File: config.mk
export PLATFORM = sky130hd
export DESIGN_NAME = check_byte_codec
export DESIGN_NICKNAME = d
export VERILOG_FILES = /design/src/rtl/cbc_pkg.sv /design/src/rtl/cbc_group_calc.sv /design/src/rtl/cbc_encoder.sv /design/src/rtl/cbc_checker.sv /design/src/rtl/check_byte_codec.sv
export SDC_FILE = /design/constraint.sdc
export NUM_CORES = 1
export LEC_CHECK = 0
export BUFFER_PORTS_ARGS = -buffer_cell sky130_fd_sc_hd__buf_4
export CORE_MARGIN = 3
export CORE_UTILIZATION = 55
export CTS_BUF_LIST = sky130_fd_sc_hd__clkbuf_16
export CTS_CLUSTER_SIZE = 14
export DETAILED_ROUTE_END_ITERATION = 16
export MAX_ROUTING_LAYER = met4
export PLACE_DENSITY = 0.8
export SLEW_MARGIN = 15
export SYNTH_ARGS = -nofsm -noshare
export SYNTH_HDL_FRONTEND = slang
export SYNTH_SLANG_ARGS = --single-unit
File: constraint.sdc
create_clock -name clk -period 7.7 [get_ports clk]
set_clock_uncertainty 0.1 [all_clocks]
set_input_delay 1.155 -clock clk [delete_from_list [all_inputs] [get_ports clk]]
set_output_delay 1.155 -clock clk [all_outputs]
set_load 0.01 [all_outputs]
File: src/rtl/cbc_pkg.sv
package cbc_pkg;
  localparam int GRP_BYTES  = 6;
  localparam int NUM_GROUPS = 4;
  localparam int BYTE_W     = 8;
  localparam int WORD_BYTES = 4;
endpackage

File: src/rtl/cbc_group_calc.sv
module cbc_group_calc #(
  parameter int GRP = cbc_pkg::GRP_BYTES
) (
  input  logic [GRP*8-1:0] grp_bytes,
  output logic [7:0]       xor_byte,
  output logic [7:0]       wsum_byte
);
  always_comb begin
    xor_byte  = '0;
    wsum_byte = '0;
    for (int k = 0; k < GRP; k++) begin
      xor_byte  = xor_byte ^ grp_bytes[8*k +: 8];
      wsum_byte = wsum_byte + 8'(k + 1) * 8'($countones(grp_bytes[8*k +: 8]));
    end
  end
endmodule

File: src/rtl/cbc_encoder.sv
module cbc_encoder #(
  parameter int GRP  = cbc_pkg::GRP_BYTES,
  parameter int NGRP = cbc_pkg::NUM_GROUPS
) (
  input  logic        clk,
  input  logic        rst_n,
  input  logic        in_valid,
  output logic        in_ready,
  input  logic [7:0]  in_data,
  input  logic        in_sob,
  input  logic        in_eob,
  output logic        out_valid,
  input  logic        out_ready,
  output logic [31:0] out_data,
  output logic        length_error
);
  localparam int BLK   = GRP * NGRP;
  localparam int EGRP  = GRP + 2;
  localparam int ENC   = EGRP * NGRP;
  localparam int NWORD = ENC / cbc_pkg::WORD_BYTES;
  localparam int CW    = $clog2(BLK + 2);
  localparam int WW    = $clog2(NWORD);

  logic [7:0]    pay_q [BLK];
  logic [CW-1:0] cnt_q, base_cnt, next_cnt;
  logic          emit_q;
  logic [WW-1:0] widx_q;
  logic          take;

  assign in_ready  = !emit_q;
  assign out_valid = emit_q;
  assign take      = in_valid && in_ready;

  always_comb begin
    base_cnt = in_sob ? '0 : cnt_q;
    next_cnt = (base_cnt == CW'(BLK + 1)) ? base_cnt : base_cnt + 1'b1;
  end

  always_ff @(posedge clk) begin
    if (take && base_cnt < CW'(BLK)) pay_q[base_cnt] <= in_data;
  end

  always_ff @(posedge clk) begin
    if (!rst_n) begin
      cnt_q        <= '0;
      emit_q       <= 1'b0;
      widx_q       <= '0;
      length_error <= 1'b0;
    end else if (take) begin
      if (in_sob) length_error <= 1'b0;
      if (in_eob) begin
        cnt_q <= '0;
        if (next_cnt == CW'(BLK)) begin
          emit_q <= 1'b1;
          widx_q <= '0;
        end else begin
          length_error <= 1'b1;
        end
      end else begin
        cnt_q <= next_cnt;
      end
    end else if (emit_q && out_ready) begin
      widx_q <= widx_q + 1'b1;
      if (widx_q == WW'(NWORD - 1)) emit_q <= 1'b0;
    end
  end

  logic [7:0] enc_b [ENC];

  for (genvar g = 0; g < NGRP; g++) begin : g_grp
    logic [GRP*8-1:0] gin;
    logic [7:0]       gx, gs;
    for (genvar k = 0; k < GRP; k++) begin : g_byte
      assign gin[8*k +: 8]       = pay_q[BLK-1-(g*GRP+k)];
      assign enc_b[g*EGRP + k]   = gin[8*k +: 8];
    end
    cbc_group_calc #(.GRP(GRP)) u_calc (
      .grp_bytes(gin),
      .xor_byte (gx),
      .wsum_byte(gs)
    );
    assign enc_b[g*EGRP + GRP]     = gx;
    assign enc_b[g*EGRP + GRP + 1] = gs;
  end

  always_comb begin
    for (int b = 0; b < cbc_pkg::WORD_BYTES; b++)
      out_data[8*b +: 8] = enc_b[{widx_q, 2'(b)}];
  end
endmodule

File: src/rtl/cbc_checker.sv
module cbc_checker #(
  parameter int GRP = cbc_pkg::GRP_BYTES
) (
  input  logic        clk,
  input  logic        rst_n,
  input  logic        chk_valid,
  output logic        chk_ready,
  input  logic [31:0] chk_data,
  input  logic        chk_sob,
  output logic        chk_fail
);
  localparam int WPG = (GRP + 2) / cbc_pkg::WORD_BYTES;
  localparam int PW  = $clog2(WPG);

  logic [PW-1:0]           wpos_q, wpos_eff;
  logic [32*(WPG-1)-1:0]   prior_q;
  logic [32*WPG-1:0]       full;
  logic [7:0]              calc_x, calc_s;
  logic                    bad;

  assign chk_ready = 1'b1;
  assign wpos_eff  = chk_sob ? '0 : wpos_q;
  assign full      = {chk_data, prior_q};

  cbc_group_calc #(.GRP(GRP)) u_calc (
    .grp_bytes(full[GRP*8-1:0]),
    .xor_byte (calc_x),
    .wsum_byte(calc_s)
  );

  assign bad = (calc_x != full[GRP*8 +: 8]) || (calc_s != full[GRP*8+8 +: 8]);

  always_ff @(posedge clk) begin
    if (!rst_n) begin
      wpos_q   <= '0;
      prior_q  <= '0;
      chk_fail <= 1'b0;
    end else if (chk_valid) begin
      if (chk_sob) chk_fail <= 1'b0;
      if (wpos_eff == PW'(WPG - 1)) begin
        wpos_q <= '0;
        if (bad) chk_fail <= 1'b1;
      end else begin
        prior_q[32*wpos_eff +: 32] <= chk_data;
        wpos_q <= wpos_eff + 1'b1;
      end
    end
  end
endmodule

File: src/rtl/check_byte_codec.sv
module check_byte_codec #(
  parameter int GRP  = cbc_pkg::GRP_BYTES,
  parameter int NGRP = cbc_pkg::NUM_GROUPS
) (
  input  logic        clk,
  input  logic        rst_n,
  input  logic        in_valid,
  output logic        in_ready,
  input  logic [7:0]  in_data,
  input  logic        in_sob,
  input  logic        in_eob,
  output logic        out_valid,
  input  logic        out_ready,
  output logic [31:0] out_data,
  output logic        length_error,
  input  logic        chk_valid,
  output logic        chk_ready,
  input  logic [31:0] chk_data,
  input  logic        chk_sob,
  output logic        chk_fail
);
  cbc_encoder #(.GRP(GRP), .NGRP(NGRP)) u_enc (
    .clk(clk), .rst_n(rst_n),
    .in_valid(in_valid), .in_ready(in_ready), .in_data(in_data),
    .in_sob(in_sob), .in_eob(in_eob),
    .out_valid(out_valid), .out_ready(out_ready), .out_data(out_data),
    .length_error(length_error)
  );

  cbc_checker #(.GRP(GRP)) u_chk (
    .clk(clk), .rst_n(rst_n),
    .chk_valid(chk_valid), .chk_ready(chk_ready),
    .chk_data(chk_data), .chk_sob(chk_sob), .chk_fail(chk_fail)
  );
endmodule

# [Yosys cells after proc, flatten, opt, wreduce, memory -nomap -nowiden]
# Memory sizes are Yosys's and may differ from the RTL's.
# Index checks and enable logic that the tools add are counted.
[classes] bitwise=30 shift=2 magnitude_cmp=5 n_addsub=239 n_mul=15 reduce_logical=10 muxes=35 eq_ne=7
[ops] op="1-bit by 1-bit adder with 2-bit output" n=120
[ops] op="8-bit XOR" n=25
[ops] op="2-bit by 2-bit adder with 3-bit output" n=60
[ops] op="8-bit binary-select mux with 5-bit select" n=4
[ops] op="3-bit by 3-bit adder with 4-bit output" n=30
[ops] op="8-bit by 7-bit adder with 8-bit output" n=10
[ops] op="8-bit 2-to-1 mux" n=8
[ops] op="2-bit by 4-bit multiplier with 6-bit output, first input constant" n=10
[ops] op="7-bit by 6-bit adder with 8-bit output" n=5
[ops] op="6-bit by 6-bit adder with 7-bit output" n=5
[ops] op="3-bit by 4-bit multiplier with 7-bit output, first input constant" n=5
[ops] op="6-bit negation with 34-bit output" n=1
[ops] op="32-bit by 34-bit variable shift with 32-bit output, first input constant" n=1
[ops] op="32-bit by 34-bit indexed part select with 32-bit output" n=1
[ops] op="32-bit bitwise mux" n=1
[ops] op="4-bit by 5-bit adder with 6-bit output" n=5
[ops] op="6-bit >= comparator, second input constant" n=4
[ops] op="5-bit NOT with 6-bit output" n=4
[ops] op="8-bit inequality test" n=2
[ops] op="1-bit 2-to-1 mux" n=15
[ops] op="5-bit 2-to-1 mux" n=3
[ops] op="3-bit 2-to-1 mux" n=4
[ops] op="5-bit == test, second input constant" n=2
[ops] op="5-bit by 1-bit adder with 5-bit output, second input constant" n=1
[ops] op="13 further kinds" n=17
[totals] inputBits=48 mem_bits_rw=192 ff_bits=44 memories=1 word_cells=351 output_inout_bits=37
[memory_table] memory="u_enc.pay_q" depth=24 word_bits=8 rd=24 rd_clocked_by_memory_dff=0 wr=1 line_no="cbc_encoder.sv:24" text="logic [7:0] pay_q [BLK];"

# [Longest topological paths before layout]
[depth] depth_word=12 mapped_depth=24

# [Modules after synthesis]
# Synthesis repeated with hierarchy kept, for this count alone.
[hier_totals] cells_unflattened=1795 hier_area_um2=22365.2
[modules_own_cells] mod="cbc_group_calc (u_chk.u_calc ...)" n_inst=4 cells_each=236 area_per_inst_um2=2431.1
[modules_own_cells] mod="cbc_encoder" n_inst=1 cells_each=441 area_per_inst_um2=8598.2
[modules_own_cells] mod="cbc_group_calc (u_enc.g_grp[0].u_calc)" n_inst=1 cells_each=237 area_per_inst_um2=2431.1
[modules_own_cells] mod="cbc_checker" n_inst=1 cells_each=173 area_per_inst_um2=1611.5

# [Least setup slack after synthesis]
# Ideal clock, no wire load.
[synth_path] path_kind="register -> output" start="memory u_enc.pay_q[21][0]" end="output port out_data[30]" path_stages_with_launch=22 setup_slack_ns=0.021 arrival_time_ns=6.424 path_buffers=0 cell_sequence="edfxtp_1 fa_1 inv_1 fa_1 fa_1 inv_1 ha_1 fa_1 xnor2_1 fa_1 fa_1 fa_1 inv_1 fa_1 ha_1 a21oi_2 nor2b_1 o21a_1 or4b_4 a41oi_2 o21ai_1 o21ai_1"
[synth_lines] element="start: declaration" line_no="cbc_encoder.sv:24"
[synth_lines] element="end: declaration" line_no="check_byte_codec.sv:14" text="output logic [31:0] out_data,"

==> summary.txt <==
Worst hold path
  • Hold path cells: 2
  • Worst hold path type: reg2reg

CTS
  • Clock Latency Late Sink: 530 ps
  • CTS buffer count: 24
  • CTS H-tree lvls: 1
  • Post-CTS Hold Buffers: 0
  • Root Driver: clkbuf_16
  • Sink Count: roughly 240
  • CTS max path bufs: 3
  • CTS tree: done
  • CTS clk-pin slew, worst paths: around 60 ps

STA
  • Slew Limit Fails: 0
  • Final Hold Viols: 0
  • Rel. slew slack: approximately 38%
  • Measured slew at the worst slew-check pin: 927 ps
  • Post-route setup slack: -593 ps
  • RSZ-0062 raised after global routing: yes
  • Final hold slack: around 370 ps
  • Minimum clock period: 8290 ps
  • Setup Viol. Count Final: 6
  • Max frequency: around 120 MHz
  • Final period util: 108%

Global route
  • Initial antenna violation count: 2
  • Vias in the first global route: roughly 16000
  • Overflow after GRT: 0
  • First-pass GRT wire length: 87700 um
  • Largest net degree at the start of global routing: 50
  • Total track usage: about 29%

Run status
  • Status: finished with violations
  • Failing checks: setup timing

Worst setup path
  • Critical path class: reg2out
  • Worst reg-to-reg path cell count: 21
  • Crit-path max cell delay: 550 ps
  • Critical Path, Cell by Cell: fa_1 -> inv_1 -> fa_1 -> fa_1 -> inv_1 -> ha_2 -> fa_2 -> inv_1 -> fa_1 -> fa_1 -> fa_1 -> inv_1 -> fa_1 -> inv_1 -> fa_2 -> nor2b_2 -> nor3_2 -> o21bai_1 -> a21oi_2 -> xnor2_2 -> o22ai_2 -> o31a_1 -> buf_4
  • Worst setup EP type: output port
  • Cell repeated most along the worst path: fa_1
  • Crit-path max FO: 2
  • Slowest-stage cell, CP: fa_1
  • CP required: roughly 6400 ps
  • Startpoint types: register
  • Critical path arrival: around 7000 ps

Yosys
  • Yosys warnings: 0
  • Sequential element share of the synthesized area: 31.3%
  • Post-synth EDFFs: 192
  • Syn Area/Cell: 10.9 um^2
  • Post-synth ARST share: 0%
  • Synth Flop Type: edfxtp_1
  • Gate Count Post-Synth: between 1500 and 2000
  • Mapped Area: about 21000 um^2
  • Syn nets: approximately 2400
  • Library cells used by synthesis: 60
  • Yosys reg bits: roughly 240

Placement
  • Placed cells: 2598
  • Placer Congestion: between 0.9 and 1
  • Buffers on Ports: between 80 and 90
  • Dpl ws: -381 ps
  • Detail Placement HPWL: 46000 um

Cells and area
  • Nets: approximately 2600
  • Synthesis-to-layout area growth: 14.2%
  • Commonest non-fill, non-tap cell in the layout: inv_1
  • Non-filler instance count after layout: between 2000 and 3000
  • Commonest cells after routing, fill and taps aside: 426 x inv_1, 216 x fa_1, 198 x xnor2_1, 192 x buf_4, 192 x edfxtp_1
  • Final core occ: 64.1%
  • Ratio of cells with drive above 1 in the final layout: around 16%

Routing
  • Total wire length: ~56000 um
  • DRC violations left: 0
  • Post-route ant nets: 0
  • First-pass iteration count of the detailed router: 7
  • Total number of vias: ~15000
  • Drt wl/cell: roughly 21 um
  • Via density: 5.63
  • DRT iter0 DRCs: around 1400

Floorplan
  • Core ar.: roughly 38000 um^2
  • Die area: between 40000 and 50000 um^2
  • Ports: between 80 and 90
  • Die Width: 203 um
  • Die extent in y: 203 um
  • Initial Util: between 50% and 60%
  • Cell Rows: 71

Run
  • Max Cap Violations: 0

Power and ir drop
  • Pwr Total: about 6.0 mW
  • Peak supply drop: between 0.5 and 0.6 mV
  • Pleak: around 11 nW
  • Pwr/cell area: between 200 and 250 nW/um^2
==> where the power goes <==
| part | switching, mW | leakage, nW | internal, mW |
|---|---|---|---|
| Sequential | 0.0158 | 2.09 | 1.39 |
| Combinational | 1.66 | 8.06 | 1.70 |
| Clock | 0.488 | 0.409 | 0.737 |
==> final cells by class <==
cell class,count,area [um^2]
multi-input cells,1232,13100
clock inverters,18,230
fillers,2850,13600
flip-flops and latches,236,6650
diodes,1,2.50
clock buffers,24,601
inverters,434,1630
well taps,511,639
repair buffers,194,1460
==> metrics by stage <==
| stage | setup TNS, ps | area (um^2) |
|---|---|---|
| 2_1_floorplan | 0 | 21300 |
| 3_3_place_gp | -912 | 23000 |
| 6_report | -3130 | 24300 |
| 3_5_place_dp | -1440 | 23000 |
| 5_1_grt | -4470 | 24300 |
| 4_1_cts | -3190 | 24100 |
==> critical path: cells and delay by family (launching register included) <==
| family | cells | cell delay, ps |
|---|---|---|
| AOI/OAI and AO/OA | 4 | 680 |
| xor gates and xnor gates | 1 | 210 |
| adders and majority gates | 10 | 4580 |
| buffers and inverters | 6 | 400 |
| DFF | 1 | 420 |
| and+or+nand+nor | 2 | 220 |
==> cell usage after synthesis, types with 3 or more instances <==
library cell / count / area, um^2
nor4_1: 3 / 18.8
and3_1: 5 / 31.3
nor2b_1: 30 / 188
mux4_2: 42 / 946
a21o_1: 23 / 173
a22oi_1: 8 / 60.1
and2_1: 9 / 56.3
o21ai_1: 5 / 25.0
clkbuf_8: 5 / 68.8
buf_1: 4 / 15.0
fa_1: 228 / 4560
o21bai_1: 8 / 60.1
mux2i_1: 4 / 40.0
nand4_1: 4 / 25.0
a2bb2oi_1: 3 / 26.3
o21ai_0: 32 / 160
dfxtp_1: 44 / 881
buf_2: 12 / 60.1
nand2b_1: 3 / 18.8
ha_1: 174 / 2180
nor2_1: 65 / 244
inv_1: 433 / 1630
a211oi_1: 9 / 67.6
o211ai_1: 4 / 30.0
a41oi_1: 3 / 26.3
nand3_1: 12 / 60.1
a32oi_1: 6 / 52.6
nand2_1: 157 / 589
edfxtp_1: 192 / 5770
a21boi_0: 36 / 270
clkbuf_1: 19 / 71.3
xnor2_1: 207 / 1810
a31oi_1: 11 / 68.8
nor3_1: 14 / 70.1
o2111a_1: 4 / 45.0
a21oi_1: 70 / 350
xor2_1: 27 / 236
==> final timing paths <==
path	start	to	slack (ps)
worst max-delay path	u_enc.pay_q[15][0]	out_data[31]	-590
worst min-delay path	u_chk.prior_q[13]	u_chk.prior_q[13]	370
worst max register to register	u_chk.prior_q[16]	u_chk.chk_fail	640
worst min register to register	u_chk.prior_q[13]	u_chk.prior_q[13]	370
==> repair_timing <==
item                                   4_1_cts  5_1_grt
setup endpoints to repair                    6        6
endpoints found under the hold margin        0        0
pin swaps                                   49       14
resized for setup                           49       34
setup buffers                                9        0
==> routing by layer <==
layer	wire, um	global-route usage (%)
met1	21400	36.4
met2	27100	47.0
met3	5270	4.36
met4	2620	11.0
met5	0	-
==> kinds of logic (layout without fill, tap and decap cells) <==
group | after synthesis | after routing | synth area share, %
other | 1 | 2 | 0.0176
adder cells (fa/ha/maj) | 402 | 402 | 31.7
XOR/XNOR | 234 | 234 | 9.64
AND/OR/NAND/NOR | 311 | 311 | 6.51
buffers and inverters | 478 | 670 | 8.85
multiplexers | 46 | 46 | 4.64
flip-flops | 236 | 236 | 31.3
AO/OA/AOI/OAI | 238 | 238 | 7.34
==> registers in the layout, indices dropped and copies added (netlist names) <==
| name | cells |
|---|---|
| u_enc.cnt_q | 5 |
| u_enc.pay_q | 192 |
| u_chk.prior_q | 32 |
| u_enc.out_valid | 1 |
| u_enc.widx_q | 3 |
| u_chk.wpos_q | 1 |
| u_chk.chk_fail | 1 |
| u_enc.length_error | 1 |
(Power assumes the default switching activity.)
